<file path="config.mk">
export PLATFORM = sky130hd
export DESIGN_NAME = xbar_top
export DESIGN_NICKNAME = d
export VERILOG_FILES = /design/src/rtl/xbar_pkg.sv /design/src/rtl/xbar_fifo.sv /design/src/rtl/xbar_merge2.sv /design/src/rtl/xbar_top.sv
export SDC_FILE = /design/constraint.sdc
export NUM_CORES = 1
export LEC_CHECK = 0
export BUFFER_PORTS_ARGS = -buffer_cell sky130_fd_sc_hd__buf_2
export CAP_MARGIN = 20
export CELL_PAD_IN_SITES_DETAIL_PLACEMENT = 0
export CELL_PAD_IN_SITES_GLOBAL_PLACEMENT = 2
export CORE_ASPECT_RATIO = 1.75
export CORE_MARGIN = 10
export CORE_UTILIZATION = 25
export DETAILED_ROUTE_END_ITERATION = 12
export HOLD_SLACK_MARGIN = 0.02
export PLACE_DENSITY = 0.52
export SYNTH_ARGS = -nofsm -noshare
export SYNTH_HDL_FRONTEND = slang
export SYNTH_HIERARCHICAL = 1
export SYNTH_SLANG_ARGS = --single-unit
</file>
<file path="constraint.sdc">
create_clock -name clk -period 6.5 [get_ports clk]
set_input_delay 0.65 -clock clk [delete_from_list [all_inputs] [get_ports clk]]
set_output_delay 0.65 -clock clk [all_outputs]
set_load 0.05 [all_outputs]
</file>
<file path="src/rtl/xbar_pkg.sv">
package xbar_pkg;

    typedef logic [31:0] xbar_dest_t;

    // Destination function: maps a word (zero-extended to 32 bits) to its
    // 32-bit destination value. The low LOGN bits select the output port.
    function automatic xbar_dest_t xbar_dest(input logic [31:0] word);
        return word;
    endfunction

    // Routing bit examined by the stage that builds switches of size 2^(idx+1).
    function automatic logic xbar_dest_bit(input logic [31:0] word, input int idx);
        xbar_dest_t d;
        d = xbar_dest(word);
        return d[idx];
    endfunction

endpackage

</file>
<file path="src/rtl/xbar_fifo.sv">
module xbar_fifo #(
    parameter int DW    = 16,
    parameter int DEPTH = 2
) (
    input  logic          clk,
    input  logic          rst_n,
    input  logic          push_valid,
    input  logic [DW-1:0] push_data,
    output logic          push_ready,
    output logic          pop_valid,
    output logic [DW-1:0] pop_data,
    input  logic          pop_ready
);
    localparam int AW = (DEPTH > 1) ? $clog2(DEPTH) : 1;
    localparam int CW = AW + 1;

    typedef struct packed {
        logic [DEPTH-1:0][DW-1:0] mem;
        logic [AW-1:0]            wp;
        logic [AW-1:0]            rp;
        logic [CW-1:0]            cnt;
    } fifo_st_t;

    fifo_st_t st_q, st_d;

    function automatic logic [AW-1:0] ptr_inc(input logic [AW-1:0] ptr);
        return (ptr == AW'(DEPTH - 1)) ? '0 : ptr + 1'b1;
    endfunction

    assign push_ready = (st_q.cnt != CW'(DEPTH));
    assign pop_valid  = (st_q.cnt != '0);
    assign pop_data   = st_q.mem[st_q.rp];

    always_comb begin
        logic do_push;
        logic do_pop;
        st_d    = st_q;
        do_push = push_valid && push_ready;
        do_pop  = pop_valid && pop_ready;
        if (do_push) begin
            st_d.mem[st_q.wp] = push_data;
            st_d.wp           = ptr_inc(st_q.wp);
        end
        if (do_pop) begin
            st_d.rp = ptr_inc(st_q.rp);
        end
        case ({do_push, do_pop})
            2'b10:   st_d.cnt = st_q.cnt + 1'b1;
            2'b01:   st_d.cnt = st_q.cnt - 1'b1;
            default: st_d.cnt = st_q.cnt;
        endcase
    end

    always_ff @(posedge clk or negedge rst_n) begin
        if (!rst_n) st_q <= '0;
        else        st_q <= st_d;
    end
endmodule

</file>
<file path="src/rtl/xbar_merge2.sv">
module xbar_merge2 #(
    parameter int DW    = 16,
    parameter int DEPTH = 2
) (
    input  logic          clk,
    input  logic          rst_n,
    input  logic          a_valid,
    input  logic [DW-1:0] a_data,
    output logic          a_ready,
    input  logic          b_valid,
    input  logic [DW-1:0] b_data,
    output logic          b_ready,
    output logic          o_valid,
    output logic [DW-1:0] o_data,
    input  logic          o_ready
);
    typedef struct packed {
        logic favor_b;
    } arb_st_t;

    arb_st_t       st_q, st_d;
    logic          sel_b;
    logic          q_ready;
    logic          q_valid;
    logic [DW-1:0] q_data;

    always_comb begin
        st_d    = st_q;
        sel_b   = b_valid && (!a_valid || st_q.favor_b);
        q_valid = a_valid || b_valid;
        q_data  = sel_b ? b_data : a_data;
        a_ready = q_ready && !sel_b;
        b_ready = q_ready && sel_b;
        if (q_valid && q_ready) begin
            st_d.favor_b = !sel_b;
        end
    end

    always_ff @(posedge clk or negedge rst_n) begin
        if (!rst_n) st_q <= '0;
        else        st_q <= st_d;
    end

    xbar_fifo #(.DW(DW), .DEPTH(DEPTH)) queue_i (
        .clk        (clk),
        .rst_n      (rst_n),
        .push_valid (q_valid),
        .push_data  (q_data),
        .push_ready (q_ready),
        .pop_valid  (o_valid),
        .pop_data   (o_data),
        .pop_ready  (o_ready)
    );
endmodule

</file>
<file path="src/rtl/xbar_top.sv">
module xbar_top #(
    parameter int LOGN  = 2,
    parameter int DW    = 16,
    parameter int DEPTH = 2
) (
    input  logic                          clk,
    input  logic                          rst_n,
    input  logic [(1<<LOGN)-1:0]          in_valid,
    output logic [(1<<LOGN)-1:0]          in_ready,
    input  logic [(1<<LOGN)-1:0][DW-1:0]  in_data,
    output logic [(1<<LOGN)-1:0]          out_valid,
    input  logic [(1<<LOGN)-1:0]          out_ready,
    output logic [(1<<LOGN)-1:0][DW-1:0]  out_data
);
    localparam int N = 1 << LOGN;

    // Column c carries the words leaving column c (0 = input queues).
    logic          lv [LOGN+1][N];
    logic          lr [LOGN+1][N];
    logic [DW-1:0] ld [LOGN+1][N];

    // Base case: one queue per port.
    for (genvar p = 0; p < N; p++) begin : g_base
        xbar_fifo #(.DW(DW), .DEPTH(DEPTH)) base_i (
            .clk        (clk),
            .rst_n      (rst_n),
            .push_valid (in_valid[p]),
            .push_data  (in_data[p]),
            .push_ready (in_ready[p]),
            .pop_valid  (lv[0][p]),
            .pop_data   (ld[0][p]),
            .pop_ready  (lr[0][p])
        );
    end

    // Recursive step, unrolled: stage s merges pairs of size-2^s switches.
    for (genvar s = 0; s < LOGN; s++) begin : g_stage
        localparam int HALF = 1 << s;
        logic a_rdy [N];
        logic b_rdy [N];

        for (genvar p = 0; p < N; p++) begin : g_pos
            localparam int  PEER  = p ^ HALF;
            localparam logic P_BIT = logic'((p >> s) & 1);
            logic self_moves;
            logic peer_moves;

            assign self_moves = xbar_pkg::xbar_dest_bit(32'(ld[s][p]), s) != P_BIT;
            assign peer_moves = xbar_pkg::xbar_dest_bit(32'(ld[s][PEER]), s) == P_BIT;
            assign lr[s][p]   = self_moves ? b_rdy[PEER] : a_rdy[p];

            xbar_merge2 #(.DW(DW), .DEPTH(DEPTH)) merge_i (
                .clk     (clk),
                .rst_n   (rst_n),
                .a_valid (lv[s][p] && !self_moves),
                .a_data  (ld[s][p]),
                .a_ready (a_rdy[p]),
                .b_valid (lv[s][PEER] && peer_moves),
                .b_data  (ld[s][PEER]),
                .b_ready (b_rdy[p]),
                .o_valid (lv[s+1][p]),
                .o_data  (ld[s+1][p]),
                .o_ready (lr[s+1][p])
            );
        end
    end

    for (genvar p = 0; p < N; p++) begin : g_out
        assign out_valid[p] = lv[LOGN][p];
        assign out_data[p]  = ld[LOGN][p];
        assign lr[LOGN][p]  = out_ready[p];
    end
endmodule

</file>
* After elaboration in Yosys (flattened, before gate mapping)
Cells that the tools add are included.
** Word-level totals
- Flip-flop bits (word level) :: 440
- Bits in latches :: 0
- Bits in writable memories :: 0
- Memory bits (read-only) :: 0
- Input bits :: 74
- Output and inout port bits :: 72
- Logic and storage cells :: 440
- Memories kept :: 0
** Operators by class
- Add/sub/neg operators :: 48
- $mul :: 0
- Div/mod/pow operators :: 0
- Magnitude comparators :: 36
- Eq/ne operators :: 36
- Shift-type cells :: 0
- Mux-type cells :: 112
- Bitwise operators :: 4
- Reduce and logical (&&, ||, !) cells :: 136
** Operator list (number)
- $mux 16 :: 44
- $bwmux 32 :: 12
- $demux 16 s1 :: 12
- $logic_and 1x1->1 :: 76
- $lt 1x2->1 const B :: 24
- $pmux 2 s2 :: 12
- $reduce_bool 2->1 :: 24
- $mux 1 :: 32
- $add 1x1->1 const B :: 24
- $add 2x1->2 const B :: 12
- $eq 2x1->1 const B :: 12
- $eq 2x2->1 const B :: 12
- $ne 2x2->1 const B :: 12
- $sub 2x1->2 const B :: 12
- $logic_not 1->1 :: 20
- $logic_or 1x1->1 :: 16
- $ge 1x1->1 const B :: 12
- $not 1->1 :: 4

* Depth between registers and ports, before layout
Gate-level depths: netlist of run 1.
- Depth after elaboration :: 13
- Mapped depth :: 15
- Gate-level depth less buffers :: 11

* Hierarchy
Netlist of run 1, hierarchy kept.
** By module, submodules not included
- xbar_fifo :: instances 12, cells each 103, area an instance 1699.1 µm², sequential area each 900.9 µm²
- xbar_merge2 :: instances 8, cells each 26, area an instance 326.6 µm², sequential area each 25.0 µm²
- xbar_top :: instances 1, cells each 28, area an instance 276.5 µm², sequential area each 0.0 µm²

* Least setup slack after synthesis of run 1
OpenSTA, ideal clock, no wires.
- Path kind :: register to register
- Start :: register g_stage[0].g_pos[2].merge_i/queue_i/st_q[2] (netlist name)
- End :: register g_stage[0].g_pos[2].merge_i/queue_i/st_q[1] (netlist name)
- Setup time :: 0.079 ns
- Arrival time :: 2.912 ns
- Required time :: 6.421 ns
- Path slack :: 3.509 ns
- Cell stages (with the launch flop) :: 15
- Buffers on the path :: 4
- Clock period less this slack :: 2.991 ns
- Cell sequence :: dfrtp_1 > buf_2 > buf_2 > mux2_2 > and2_2 > nor2b_4 > nand2b_4 > buf_6 > buf_12 > and2_1 > mux2_4 > and2_1 > ha_1 > nor2_1 > xor2_1
** RTL lines
- start, declared :: RTL line xbar_fifo.sv:24 : fifo_st_t st_q, st_d;
- start signal, assigned :: RTL line xbar_fifo.sv:56 : else st_q <= st_d;

==> results of run 1 <==
## final timing paths
kind                                           from                                      endpoint  slack [ps]
min reg2reg                g_base[0].base_i/st_q[3]                      g_base[0].base_i/st_q[3]         490
min in group clk                        in_data[11]                     g_base[0].base_i/st_q[31]         290
max reg2reg                g_base[0].base_i/st_q[2]                      g_base[0].base_i/st_q[1]        3210
max in group asynchronous                     rst_n  g_stage[1].g_pos[1].merge_i/queue_i/st_q[22]        4690
max                        g_base[0].base_i/st_q[2]                      g_base[0].base_i/st_q[1]        3210
min                                           rst_n                     g_base[3].base_i/st_q[30]         170
## state kept, by name, summed over array words and instances, names as in the netlist
register,cells
g_stage.g_pos.merge_i/queue_i/st_q,288
g_base.base_i/st_q,144
g_stage.g_pos.merge_i/st_q,8
## per-layer routing
| metal | up-vias | share of wire (%) |
|---|---|---|
| li1 | 5426 | - |
| met1 | 6114 | 39 |
| met2 | 157 | 55 |
| met3 | 70 | 3.2 |
| met4 | 4 | 2.8 |
| met5 | - | 0.033 |
## cell type report
cell class                      instances  area, um^2  area share, %
Multi-Input combinational cell        940       11100           42.7
Sequential cell                       440       11000           42.3
Tap cell                             1200        1500           5.76
Clock buffer                           73        1450           5.56
Timing Repair Buffer                  149         818           3.14
Clock inverter                         17         146          0.562
Antenna cell                            4        10.0         0.0384
## through the flow
step	worst slack, ps	hold WS, ps	area [um^2]
after floorplan	3510	354	23300
after global placement	3230	476	24400
after detailed placement	3160	481	24400
after CTS	3130	193	26000
after global routing	3020	237	26000
final	3210	173	26100
## cell usage in the layout (no fill, tap or decap), types with 9 or more instances in the layout
cell type	count
mux2_2	392
clkbuf_1	13
and2_1	20
or2_2	20
mux2_4	320
ha_1	12
buf_2	144
dfrtp_1	440
clkbuf_16	51
clkinv_2	12
and3_4	12
nor2_1	20
clkbuf_8	9
nand2b_4	20
xnor2_1	36
nand2_1	20
and3b_1	12
xor2_1	24
## logic make-up after synthesis
logic type | Yosys count | share of synthesized area (%)
xor+xnor | 60 | 2.26
simple gates | 148 | 4.95
mux | 712 | 39.6
fa+ha+maj | 12 | 0.645
buf+inv | 92 | 4.94
compound gates | 8 | 0.301
flops | 440 | 47.3
==> results.json, run 1 <==
{
  "outcome": "finished, final reports clean",
  "gp_congestion": 0.728,
  "synth_most_common_cell": "dfrtp_1",
  "tns_ps": 0,
  "syn-num-nets": 1558,
  "via_count": 11800,
  "drt_wl_total_mm": 62.8,
  "fill_cells": 9372,
  "final_core_util_pct": 28.1,
  "cap_violations": 0,
  "grt_max_degree": 187,
  "finalCritPeriodShare_pct": 50.6,
  "instances_no_fill": 2823,
  "grt_pass1_wl_mm": 93.1,
  "use_met1_pct": 12.8,
  "wl_per_cell_um": 22.2,
  "rows": 148,
  "ctsHoldBuffers": 0,
  "clkTransAtPathRegs_ps": 60,
  "coreArea_mm2": 0.0928,
  "final_layout_size_suffix_gt1_share_pct": 62.4,
  "timing_worst_slew_pin_value_ps": 1100,
  "start_util_pct": 25.1,
  "dieArea_mm2": 0.106,
  "grt_usage_pct": 11.7,
  "overflow": 0,
  "grt_antenna_before_repair": 8,
  "globalRouteMet2Util_pct": 22.1,
  "gr-usage-met3_pct": 2.04,
  "worstPathCellList": "mux2_2 > and2b_2 > nor2b_4 > nand2b_4 > and2_1 > mux2_4 > and2_1 > ha_1 > nor2_1 > xor2_1",
  "cp_common_cell": "and2_1",
  "startpoint_type": "flip-flop",
  "post_drt_via_cell_ratio": 4.17,
  "critPathTopFamily": "simple AND/OR/NAND/NOR gates",
  "ys_ff_latch": 440,
  "io_buffers": 145,
  "ctsRootBufferMaster": "clkbuf_16",
  "reg2reg_depth": 10,
  "syn_area_mm2": 0.0233,
  "async_reset_ff_share_pct": 100,
  "cp-end-kind": "flip-flop",
  "ios": 146,
  "grt_pass1_vias": 13300,
  "critPathRequiredTime_ps": 7020,
  "setup_viol": 0,
  "synth_top_area_share_pct": 47.3,
  "synth_ff_type": "dfrtp_1",
  "place_hpwl_mm": 45.8,
  "insertion_delay_ps": 600,
  "synthToLayoutAreaGrowth_pct": 11.9,
  "critPathMaxStageDelay_ps": 880,
  "die_h_um": 424,
  "arrival_ps": 3810,
  "dpl.cell_count": 2727,
  "drt-pass1-iter-count": 4,
  "drv_slew": 0,
  "drt_iter0_markers": 518,
  "cts.sinks": 440,
  "path_max_fanout": 17,
  "synth_edf_count": 0,
  "nets": 1666,
  "ctsResizeCount": 0,
  "fp.dieW_um": 251,
  "path_depth": 10,
  "synth.avg_cell_area_um2": 15.8,
  "netlist_instances": 1472,
  "drc": 0,
  "final_antenna_net_count": 0,
  "hp-class": "in -> async",
  "critical_path_class": "reg -> reg",
  "grt_setup_unrepaired": "false",
  "cts_tree": "built",
  "max_freq_mhz": 304,
  "yosysWarnings": 6,
  "synthTopCellsByArea": "dfrtp_1 (47%), mux2_4 (21%), mux2_2 (19%), buf_12 (2.8%), buf_6 (1.5%)",
  "worst-path-buf-inv": 0,
  "cts_made_buffers": 49,
  "htree_num_levels": 2,
  "slowest_stage": "dfrtp_1",
  "fin_skew_ps": 18.4,
  "synth.distinct_cells": 22,
  "top_usage_layer": "met2",
  "ys_seq_area_share_pct": 47.3,
  "max_slew_margin_pct": 26.5,
  "yosys.area.top_type": "dfrtp_1",
  "max-clock-path-buffers": 3,
  "postCtsSetupBuffers": 0,
  "synth_common_cells": "dfrtp_1 (440), mux2_2 (392), mux2_4 (320)",
  "hold_violations": 0,
  "period_minus_slack_ps": 3290
}
Power of run 1 is left out: the tool's default activity adds up to more than one toggle a clock period on the data nets, which glitch-free logic cannot reach.
==> run 2, diff against run 1 <==
- ABC_AREA: not set -> 1
- PLACE_DENSITY: 0.52 -> 0.64
- clock period: 6.5 -> 2.85 ns (I/O delays scaled with it)
==> run 2 against run 1 <==
Against the previous run: via count grew 79%; non-clock buffer count rose by 148; utilization is 0.83 points higher; synthesized cell count grew 120%; register-to-register slack got worse by 2800 ps; setup slack lost 2800 ps; clock skew is 1.6 ps lower; critical path type unchanged; highest routed layer is now met4.
==> results.json, run 2 <==
{
  "drt-pass1-iter-count": 6,
  "reg2reg_depth": 16,
  "rows": 151,
  "via_count": 21100,
  "ios": 146,
  "ys_ff_latch": 440,
  "nets": 3440,
  "synth_edf_count": 0,
  "drc": 0,
  "io_buffers": 145,
  "grt_pass1_vias": 21200,
  "worst-path-buf-inv": 3,
  "worstPathCellList": "clkinv_1 > nand2_1 > nand2_1 > nor2_1 > nand2_4 > nand2_4 > nor2_2 > nand2_1 > nand2_1 > nand2_1 > inv_1 > ha_1 > inv_1 > nand3_1 > nand2_1 > nand2_1",
  "place_hpwl_mm": 58.3,
  "yosys.area.top_type": "dfrtp_1",
  "setup_viol": 0,
  "cp-end-kind": "flip-flop",
  "fp.dieW_um": 255,
  "hold_violations": 0,
  "async_reset_ff_share_pct": 100,
  "timing.rr.start": "g_base[2].base_i/st_q[2]",
  "startpoint_type": "flip-flop",
  "gp_congestion": 0.771,
  "drt_wl_total_mm": 81.4,
  "critical_path_class": "reg -> reg",
  "cts.sinks": 440,
  "power_density_mw_per_mm2": 1420,
  "dpl.cell_count": 4536,
  "dp_slack_ps": 380,
  "final_layout_size_suffix_gt1_share_pct": 11.5,
  "htree_num_levels": 2,
  "hp-class": "in -> reg",
  "clkTransAtPathRegs_ps": 60,
  "dieArea_mm2": 0.110,
  "final_antenna_net_count": 0,
  "ys_seq_area_share_pct": 45.4,
  "max-clock-path-buffers": 3,
  "syn-num-nets": 3310,
  "power_leakage_uw": 0.0153,
  "syn_area_mm2": 0.0242,
  "critPathRequiredTime_ps": 3340,
  "grt_pass1_wl_mm": 127,
  "cp_common_cell": "nand2_1",
  "arrival_ps": 2920,
  "critPathMaxStageDelay_ps": 450,
  "grt_antenna_before_repair": 1,
  "start_util_pct": 25.1,
  "largest_register": "g_stage.g_pos.merge_i/queue_i/st_q",
  "overflow": 0,
  "layout_common_cells": "nand2_1 (1780), dfrtp_1 (440), nand4_1 (396), nand3_1 (152), buf_2 (144)",
  "drv_slew": 0,
  "largest_reg_flops": 288,
  "timing_worst_slew_pin_value_ps": 629,
  "finalCritPeriodShare_pct": 85.2,
  "synth_top_area_share_pct": 45.4,
  "ctsResizeCount": 0,
  "instances_no_fill": 4690,
  "cts_tree": "built",
  "post_drt_via_cell_ratio": 4.49,
  "critPathTopFamily": "simple AND/OR/NAND/NOR gates",
  "max_freq_mhz": 412,
  "ctsRootBufferMaster": "clkbuf_16",
  "synth_fa_ha_area_share_pct": 0.620,
  "synth_ff_type": "dfrtp_1",
  "fin_skew_ps": 16.8,
  "setup_slack_ps": 423,
  "crit_end": "g_base[3].base_i/st_q[1]",
  "slowest_stage": "dfrtp_1",
  "cap_violations": 0,
  "drt_iter0_markers": 1195,
  "grt_usage_pct": 14.5,
  "grt_max_degree": 63,
  "holdPathStages": 3,
  "wl_per_cell_um": 17.4,
  "tns_ps": 0,
  "cts_made_buffers": 47,
  "final_core_util_pct": 28.9,
  "layout_commonest_cell": "nand2_1",
  "max_slew_margin_pct": 58.1,
  "synth-simple-area-share_pct": 44.5,
  "synthToLayoutAreaGrowth_pct": 15.2,
  "synth.avg_cell_area_um2": 7.52,
  "outcome": "finished, final reports clean",
  "synth_top_family_by_area": "simple AND/OR/NAND/NOR gates",
  "insertion_delay_ps": 610,
  "reg.largest.list": "g_stage.g_pos.merge_i/queue_i/st_q x288, g_base.base_i/st_q x144, g_stage.g_pos.merge_i/st_q x8",
  "yosysWarnings": 6,
  "path_depth": 16,
  "netlist_instances": 3224,
  "critPathLaunch": "g_base[2].base_i/st_q[2]",
  "synth.area.mux_share_pct": 0,
  "grt_setup_unrepaired": "false",
  "path_max_fanout": 19,
  "period_minus_slack_ps": 2430,
  "power_uw": 39700,
  "synth_xor_area_share_pct": 0.434,
  "synth_compound_area_share_pct": 0.330,
  "reg2reg_slack_ps": 420,
  "coreArea_mm2": 0.0965,
  "synth_most_common_cell": "nand2_1",
  "irDropWorstVdd_v": 0.000487,
  "reg2reg_to": "g_base[3].base_i/st_q[1]",
  "die_h_um": 432,
  "synth.distinct_cells": 19,
  "synth_common_cells": "nand2_1 (1780), dfrtp_1 (440), nand4_1 (396)",
  "synthTopCellsByArea": "dfrtp_1 (45%), nand2_1 (28%), nand4_1 (10%), nand3_1 (3.1%), buf_6 (2.8%)"
}
-- run 2: cell types whose count changed in the layout (fill, tap and decap cells not counted), sizes merged, moves of 28 or more --
cell / before / now
dlygate4sd3: 0 / 69
mux2: 712 / 0
and2: 28 / 0
nand2: 20 / 1808
nand3: 0 / 176
nand4: 0 / 396
buf: 149 / 228
inv: 2 / 112
-- run 2: tightest hold or removal path, delay by kind of cell --
kind | cells | cell delay, ps
buffers and inverters | 1 | 210
AND/OR/NAND/NOR | 2 | 180
-- run 2: cell type report --
cell class	count	area, um^2
fill	10800	68600
multi-input combinational	2444	11100
sequential	440	11000
timing repair buffer	297	2100
tap	1300	1630
clock buffer	72	1400
inverter	124	465
clock inverter	12	188
antenna	1	2.50
-- run 2: stage by stage --
stage	hold WS [ps]	cell area (um^2)
2_1_floorplan	-10.6	24200
3_3_place_gp	301	25600
3_5_place_dp	294	25600
4_1_cts	75.7	27900
5_1_grt	120	27900
6_report	116	27900
-- run 2: report_power, final --
part	internal (uW)	switching [uW]	leakage (uW)
sequential	9030	1590	0.00562
combinational	5970	16700	0.00888
clock	3830	2670	0.000779
-- run 2: cell families after synthesis --
group / after synthesis
buffers and inverters: 340
AND/OR/NAND/NOR: 2404
AO/OA/AOI/OAI: 16
XOR/XNOR: 12
adder cells (fa/ha/maj): 12
flip-flops: 440
-- run 2: worst min-delay path by stage --
stage / from / to
floorplan: rst_n / g_base[0].base_i/st_q[0]
global placement: rst_n / g_base[3].base_i/st_q[18]
detailed placement: rst_n / g_base[3].base_i/st_q[18]
CTS: in_valid[2] / g_base[2].base_i/st_q[16]
global route: in_valid[2] / g_base[2].base_i/st_q[13]
finish: in_valid[2] / g_base[2].base_i/st_q[28]
-- run 2: timing repair --
action                     4_1_cts  5_1_grt
setup buffers                    0        0
hold endpoints to repair       178        0
setup endpoints to repair        0        0
hold buffers                    69        0
-- run 2: metal layers --
| metal | share of wire [%] | wire (um) | GRT usage (%) |
|---|---|---|---|
| met2 | 52 | 42200 | 26.5 |
| met4 | 2.1 | 1710 | 3.82 |
| met1 | 43 | 35300 | 17.7 |
| met5 | 0 | 0 | 0 |
| met3 | 2.6 | 2150 | 1.59 |
Power figures use the tool's default switching activity.
